### src/rtl/pfd_pkg.sv
package pfd_pkg;

  typedef enum logic [1:0] {
    PH_IDLE = 2'd0,
    PH_UP   = 2'd1,
    PH_DN   = 2'd2
  } pump_e;

  function automatic int unsigned err_width(input int unsigned win);
    return $clog2(win + 2);
  endfunction

endpackage

### src/rtl/pfd_core.sv
module pfd_core
  import pfd_pkg::*;
#(
  parameter int unsigned WIN = 3,
  parameter int unsigned CW  = 3
) (
  input  logic          clk,
  input  logic          rst_n,
  input  logic          ref_stb,
  input  logic          fb_stb,
  output logic          pump_up,
  output logic          pump_dn,
  output logic          cmp_done,
  output logic [CW-1:0] cmp_err,
  output logic          overrun
);

  localparam logic [CW-1:0] WIN_C = CW'(WIN);
  localparam logic [CW-1:0] ONE_C = CW'(1);

  pump_e         st_q, st_d;
  logic [CW-1:0] cnt_q, cnt_d;
  logic [CW-1:0] cnt_inc;

  assign cnt_inc = (cnt_q > WIN_C) ? cnt_q : cnt_q + ONE_C;

  always_comb begin
    st_d     = st_q;
    cnt_d    = cnt_q;
    cmp_done = 1'b0;
    cmp_err  = '0;
    overrun  = 1'b0;
    case (st_q)
      PH_IDLE: begin
        if (ref_stb && fb_stb) begin
          cmp_done = 1'b1;
        end else if (ref_stb) begin
          st_d  = PH_UP;
          cnt_d = ONE_C;
        end else if (fb_stb) begin
          st_d  = PH_DN;
          cnt_d = ONE_C;
        end
      end
      PH_UP: begin
        if (fb_stb) begin
          cmp_done = 1'b1;
          cmp_err  = cnt_q;
          if (ref_stb) begin
            cnt_d = ONE_C;
          end else begin
            st_d  = PH_IDLE;
            cnt_d = '0;
          end
        end else begin
          overrun = (cnt_q >= WIN_C);
          cnt_d   = cnt_inc;
        end
      end
      PH_DN: begin
        if (ref_stb) begin
          cmp_done = 1'b1;
          cmp_err  = cnt_q;
          if (fb_stb) begin
            cnt_d = ONE_C;
          end else begin
            st_d  = PH_IDLE;
            cnt_d = '0;
          end
        end else begin
          overrun = (cnt_q >= WIN_C);
          cnt_d   = cnt_inc;
        end
      end
      default: begin
        st_d  = PH_IDLE;
        cnt_d = '0;
      end
    endcase
  end

  always_ff @(posedge clk or negedge rst_n) begin
    if (!rst_n) begin
      st_q  <= PH_IDLE;
      cnt_q <= '0;
    end else begin
      st_q  <= st_d;
      cnt_q <= cnt_d;
    end
  end

  assign pump_up = (st_q == PH_UP);
  assign pump_dn = (st_q == PH_DN);

  p_pump_exclusive_r5: assert property (@(posedge clk) disable iff (!rst_n)
    !(pump_up && pump_dn));

  p_lag_opens_up_r1: assert property (@(posedge clk) disable iff (!rst_n)
    (!pump_up && !pump_dn && ref_stb && !fb_stb) |=> (pump_up && !pump_dn));

  p_lead_opens_dn_r2: assert property (@(posedge clk) disable iff (!rst_n)
    (!pump_up && !pump_dn && fb_stb && !ref_stb) |=> (pump_dn && !pump_up));

  p_coincident_floats_r3: assert property (@(posedge clk) disable iff (!rst_n)
    (!pump_up && !pump_dn && fb_stb && ref_stb) |=> (!pump_dn && !pump_up));

  p_up_held_r4: assert property (@(posedge clk) disable iff (!rst_n)
    (pump_up && !fb_stb) |=> pump_up);

  p_up_closes_r1: assert property (@(posedge clk) disable iff (!rst_n)
    (pump_up && fb_stb && !ref_stb) |=> (!pump_up && !pump_dn));

  p_dn_closes_r2: assert property (@(posedge clk) disable iff (!rst_n)
    (pump_dn && ref_stb && !fb_stb) |=> (!pump_up && !pump_dn));

  p_reopen_r6: assert property (@(posedge clk) disable iff (!rst_n)
    (pump_up && ref_stb && fb_stb) |=> pump_up);

endmodule

### src/rtl/pfd_lock_det.sv
module pfd_lock_det #(
  parameter int unsigned WIN  = 3,
  parameter int unsigned CW   = 3,
  parameter int unsigned LC_W = 4
) (
  input  logic            clk,
  input  logic            rst_n,
  input  logic            cmp_done,
  input  logic [CW-1:0]   cmp_err,
  input  logic            overrun,
  input  logic [LC_W-1:0] lock_count,
  output logic            lock_n
);

  localparam logic [CW-1:0]   WIN_C = CW'(WIN);
  localparam logic [LC_W-1:0] ONE_L = LC_W'(1);

  logic [LC_W-1:0] good_q, good_inc, thr;
  logic            locked_q;
  logic            bad_evt, good_evt;

  assign thr      = (lock_count == '0) ? ONE_L : lock_count;
  assign good_inc = (&good_q) ? good_q : good_q + ONE_L;
  assign bad_evt  = overrun || (cmp_done && (cmp_err > WIN_C));
  assign good_evt = cmp_done && !bad_evt;

  always_ff @(posedge clk or negedge rst_n) begin
    if (!rst_n) begin
      good_q   <= '0;
      locked_q <= 1'b0;
    end else if (bad_evt) begin
      good_q   <= '0;
      locked_q <= 1'b0;
    end else if (good_evt) begin
      good_q   <= good_inc;
      locked_q <= locked_q || (good_inc >= thr);
    end
  end

  assign lock_n = !locked_q;

  p_bad_drops_lock_r8: assert property (@(posedge clk) disable iff (!rst_n)
    bad_evt |=> lock_n);

  p_lock_after_good_r7: assert property (@(posedge clk) disable iff (!rst_n)
    $fell(lock_n) |-> $past(good_evt));

endmodule

### src/rtl/pfd_loop.sv
module pfd_loop #(
  parameter int unsigned WIN  = 3,
  parameter int unsigned CW   = 3,
  parameter int unsigned LC_W = 4
) (
  input  logic            clk,
  input  logic            rst_n,
  input  logic            ref_stb,
  input  logic            fb_stb,
  input  logic [LC_W-1:0] lock_count,
  output logic            pump_up,
  output logic            pump_dn,
  output logic            lock_n
);

  logic          cmp_done;
  logic [CW-1:0] cmp_err;
  logic          overrun;

  pfd_core #(.WIN(WIN), .CW(CW)) u_core (
    .clk      (clk),
    .rst_n    (rst_n),
    .ref_stb  (ref_stb),
    .fb_stb   (fb_stb),
    .pump_up  (pump_up),
    .pump_dn  (pump_dn),
    .cmp_done (cmp_done),
    .cmp_err  (cmp_err),
    .overrun  (overrun)
  );

  pfd_lock_det #(.WIN(WIN), .CW(CW), .LC_W(LC_W)) u_lock (
    .clk        (clk),
    .rst_n      (rst_n),
    .cmp_done   (cmp_done),
    .cmp_err    (cmp_err),
    .overrun    (overrun),
    .lock_count (lock_count),
    .lock_n     (lock_n)
  );

endmodule

### src/rtl/pfd_lock_pair.sv
module pfd_lock_pair
  import pfd_pkg::*;
#(
  parameter int unsigned LOCK_WIN = 3,
  parameter int unsigned LC_W     = 4
) (
  input  logic            clk,
  input  logic            rst_n,
  input  logic            tx_ref_stb,
  input  logic            tx_fb_stb,
  input  logic            rx_ref_stb,
  input  logic            rx_fb_stb,
  input  logic [LC_W-1:0] lock_count,
  input  logic            status_sel,
  input  logic            carrier_det,
  output logic            tx_up,
  output logic            tx_dn,
  output logic            tx_hiz,
  output logic            rx_up,
  output logic            rx_dn,
  output logic            rx_hiz,
  output logic            tx_lock_n,
  output logic            rx_lock_n,
  output logic            status_out
);

  localparam int unsigned NUM_LOOPS = 2;
  localparam int unsigned ERR_W     = err_width(LOCK_WIN);

  logic [NUM_LOOPS-1:0] ref_v, fb_v, up_v, dn_v, lockn_v;

  assign ref_v = {rx_ref_stb, tx_ref_stb};
  assign fb_v  = {rx_fb_stb, tx_fb_stb};

  for (genvar g = 0; g < NUM_LOOPS; g++) begin : g_loop
    pfd_loop #(.WIN(LOCK_WIN), .CW(ERR_W), .LC_W(LC_W)) u_loop (
      .clk        (clk),
      .rst_n      (rst_n),
      .ref_stb    (ref_v[g]),
      .fb_stb     (fb_v[g]),
      .lock_count (lock_count),
      .pump_up    (up_v[g]),
      .pump_dn    (dn_v[g]),
      .lock_n     (lockn_v[g])
    );
  end

  assign tx_up     = up_v[0];
  assign tx_dn     = dn_v[0];
  assign tx_hiz    = !(up_v[0] || dn_v[0]);
  assign rx_up     = up_v[1];
  assign rx_dn     = dn_v[1];
  assign rx_hiz    = !(up_v[1] || dn_v[1]);
  assign tx_lock_n = lockn_v[0];
  assign rx_lock_n = lockn_v[1];

  assign status_out = status_sel ? lockn_v[0] : carrier_det;

  p_tx_rx_separate_r11: assert property (@(posedge clk) disable iff (!rst_n)
    (!rx_ref_stb && !rx_fb_stb && !rx_up && !rx_dn) |=> (!rx_up && !rx_dn));

endmodule

### config.mk
export PLATFORM = sky130hd
export DESIGN_NAME = pfd_lock_pair
export DESIGN_NICKNAME = d
export VERILOG_FILES = /design/src/rtl/pfd_pkg.sv /design/src/rtl/pfd_core.sv /design/src/rtl/pfd_lock_det.sv /design/src/rtl/pfd_loop.sv /design/src/rtl/pfd_lock_pair.sv
export SDC_FILE = /design/constraint.sdc
export NUM_CORES = 1
export LEC_CHECK = 0
export BUFFER_PORTS_ARGS = -buffer_cell sky130_fd_sc_hd__buf_2
export CORE_UTILIZATION = 27
export DETAILED_ROUTE_END_ITERATION = 12
export PLACE_DENSITY = 0.41
export RECOVER_POWER = 50
export SYNTH_ARGS = -nofsm -noshare
export SYNTH_HDL_FRONTEND = slang
export SYNTH_SLANG_ARGS = --single-unit
### constraint.sdc
create_clock -name clk -period 5.6 [get_ports clk]
set_input_delay 0.84 -clock clk [delete_from_list [all_inputs] [get_ports clk]]
set_output_delay 0.84 -clock clk [all_outputs]
set_load 0.1 [all_outputs]
==> impl_metrics.env <==
export IMPL_run_status="complete, no violations"
export IMPL_worstMarginPinSlew_ps=1180
export IMPL_top_layer="met4"
export IMPL_clkTransAtPathRegs_ps=90
export IMPL_fmax_mhz=406
export IMPL_grt_max_degree=21
export IMPL_cp_endpoint="rx_up"
export IMPL_synth_area_leaders="dfrtp_1 (30%), ha_1 (16%), nand2b_1 (5.6%), nor2_1 (5.1%), mux2i_1 (4.2%)"
export IMPL_fin_crit_sh_pct=43.9
export IMPL_antenna_found_initial=0
export IMPL_synth_edff_count=0
export IMPL_syn_inst=184
export IMPL_cts_tree="yes"
export IMPL_worstSetupStartpointType="register"
export IMPL_ios=21
export IMPL_setup_viol=0
export IMPL_grt_overflow=0
export IMPL_path_max_fanout=8
export IMPL_first_global_vias=1343
export IMPL_synth_area_sq_um=1680
export IMPL_wl_per_cell_um=12.3
export IMPL_setup_tns_ps=0
export IMPL_ys_warnings_count=0
export IMPL_die_h_um=81.0
export IMPL_async_flop_share_pct=100
export IMPL_start_util_pct=28.3
export IMPL_cts_hold_buf=0
export IMPL_final_max_slew_viol_count=0
export IMPL_critPathSlowestCell="buf_2"
export IMPL_vias=1407
export IMPL_reg2reg_to="g_loop[0].u_loop.u_lock.locked_q"
export IMPL_numClockSinks=20
export IMPL_met1_length_um=1760
export IMPL_root_buffer="clkbuf_8"
export IMPL_ys_seq_area_share_pct=29.7
export IMPL_drt_initial_drc_count=47
export IMPL_dp_hpwl_um=2680
export IMPL_cts_resized_gates=0
export IMPL_path_class="reg2out"
export IMPL_final_net_count=242
export IMPL_via_per_inst=4.97
export IMPL_required_ps=4760
export IMPL_rrSetupSlack_ps=3520
export IMPL_worst_r2r_cell_count=7
export IMPL_timing_rr_start="g_loop[0].u_loop.u_lock.good_q[0]"
export IMPL_synth_top_cell_by_area="dfrtp_1"
export IMPL_place_gp_congestion=0.754
export IMPL_fin_crit_ps=2460
export IMPL_avgSynthCellArea_sq_um=9.15
export IMPL_rsz0062_at_grt="no"
export IMPL_grt_first_pass_wirelength_um=5980
export IMPL_met3_length_um=97
export IMPL_fp_dieW_um=81.0
export IMPL_wirelength_um=3490
export IMPL_wl_met2_um=1590
export IMPL_startpoint="g_loop[1].u_loop.u_core.st_q[1]"
export IMPL_drive_above_1_share_pct=18.3
export IMPL_clk_path_buf_depth=2
export IMPL_postCtsSetupBuffers=0
export IMPL_clock_latency_ps=260
export IMPL_endpoint_kind="primary output"
export IMPL_firstDrtPassIters=4
export IMPL_numCtsBuffers=3
export IMPL_synth_distinct_cells=36
export IMPL_min_path_type="reg2reg"
export IMPL_hold_violations=0
export IMPL_ys_ff_latch=20
export IMPL_synth_nets=217
export IMPL_area_growth_synth_to_final_pct=15.6
export IMPL_synth_main_ff_cell="dfrtp_1"
export IMPL_drcViolationCount=0
export IMPL_cap_violations=0
export IMPL_place_ws_ps=3210
export IMPL_slew_headroom_pct=21.7
export IMPL_rows=28
export IMPL_ctsHtreeMaxLevel=1
export IMPL_numPortBuffers=20
export IMPL_drtAntennaViolNets=0
export IMPL_clock_skew_ps=9.53
export IMPL_setup_ws_ps=3140
export IMPL_design_core_area_sq_um=5960
export IMPL_slowest_delay_ps=490
export IMPL_cp_arrival_ps=1620
export IMPL_grtUsageTotal_pct=11.6
export IMPL_cp_cell_sequence="inv_1, ha_1, buf_2"
export IMPL_synth_top_area_share_pct=29.7
export IMPL_antenna_cells=0
export IMPL_dieArea_sq_um=6560
worst max-delay path: cells and delay by family, from the launching register on:
kind,cells,cell delay (ps)
buf+inv,2,610
flops,1,420
fa+ha+maj,1,330
state kept, by name (all words and copies together), names as in the netlist:
name	count
g_loop.u_loop.u_core.cnt_q	6
g_loop.u_loop.u_core.st_q	4
g_loop.u_loop.u_lock.good_q	8
g_loop.u_loop.u_lock.locked_q	2
logic make-up (layout without fill, tap and decap cells):
family / count (synthesis) / after routing / synth area share [%]
adder cells (fa/ha/maj): 21 / 21 / 15.6
AO/OA/AOI/OAI: 53 / 53 / 25.0
XOR/XNOR: 4 / 4 / 2.08
buffers and inverters: 16 / 40 / 3.57
flip-flops: 20 / 20 / 29.7
AND/OR/NAND/NOR: 60 / 60 / 17.9
multiplexers: 10 / 10 / 6.17
cells in the final DEF (no fill, tap or decap), types with 2 or more instances in the layout:
master    count
a221oi_1      2
o211ai_1      4
buf_2        18
a31oi_1       3
mux2_2        3
o31ai_1       2
and3_1        2
xnor2_1       4
nand2b_1     15
a22oi_2       2
nand2_1       6
a211o_1       2
a21oi_1      11
clkbuf_8      3
nor3_1        4
nor2_1       23
a211oi_2      3
a31o_2        3
nor2b_1       4
o21ai_0       4
a21oi_4       2
ha_1         21
inv_1        16
nand3_2       2
a41oi_1       2
a211oi_1      4
clkbuf_1      2
dfrtp_1      20
o21a_1        2
nand3_1       3
mux2i_1       7
per-layer routing:
layer,vias to the layer above,track usage (%)
met2,21,18.4
met5,-,0
li1,723,-
met4,0,5.18
met3,4,1.35
met1,659,15.6
cell usage after synthesis (all sizes together) (2+ instances only):
cell type and number:
a31oi 3, nor2 23, o31ai 2, a221oi 2, nand2b 15, a211o 2
ha 21, o211ai 4, dfrtp 20, a211oi 7, a41oi 2, and3 2
mux2 3, a21oi 13, inv 16, nor3 4, xnor2 4, nand2 6
nor2b 4, mux2i 7, o21ai 4, o21a 2, nand3 5, a22oi 3
a31o 3
per-stage QoR:
step | hold slack (ps) | instances | util, % | area, sq um
floorplan | 504 | 184 | - | 1680
global placement | 562 | 279 | 31.5 | 1880
finish | 567 | 283 | 32.7 | 1950
global route | 633 | 283 | 32.7 | 1950
detailed placement | 555 | 279 | 31.5 | 1880
CTS | 549 | 283 | 32.7 | 1950
worst min path at each step:
stage / start / to / depth (start not counted)
CTS: rst_n / g_loop[1].u_loop.u_lock.locked_q / 1
global route: g_loop[1].u_loop.u_core.cnt_q[1] / g_loop[1].u_loop.u_core.cnt_q[1] / 2
global placement: g_loop[1].u_loop.u_core.cnt_q[0] / g_loop[1].u_loop.u_core.cnt_q[0] / 2
floorplan: g_loop[0].u_loop.u_core.cnt_q[0] / g_loop[0].u_loop.u_core.cnt_q[0] / 2
detailed placement: g_loop[0].u_loop.u_core.cnt_q[0] / g_loop[0].u_loop.u_core.cnt_q[0] / 2
finish: g_loop[0].u_loop.u_core.cnt_q[0] / g_loop[0].u_loop.u_core.cnt_q[0] / 2
layout make-up:
type	instances	area (sq um)
multi-input combinational	148	1120
timing repair buffer	20	97.6
clock buffer	3	41.3
inverter	16	60.1
fill	645	4010
sequential	20	500
clock inverter	1	30.0
tap	75	93.8
Power is left out: the tool's default activity adds up to more than one toggle a clock period on the data nets, which glitch-free logic cannot reach.
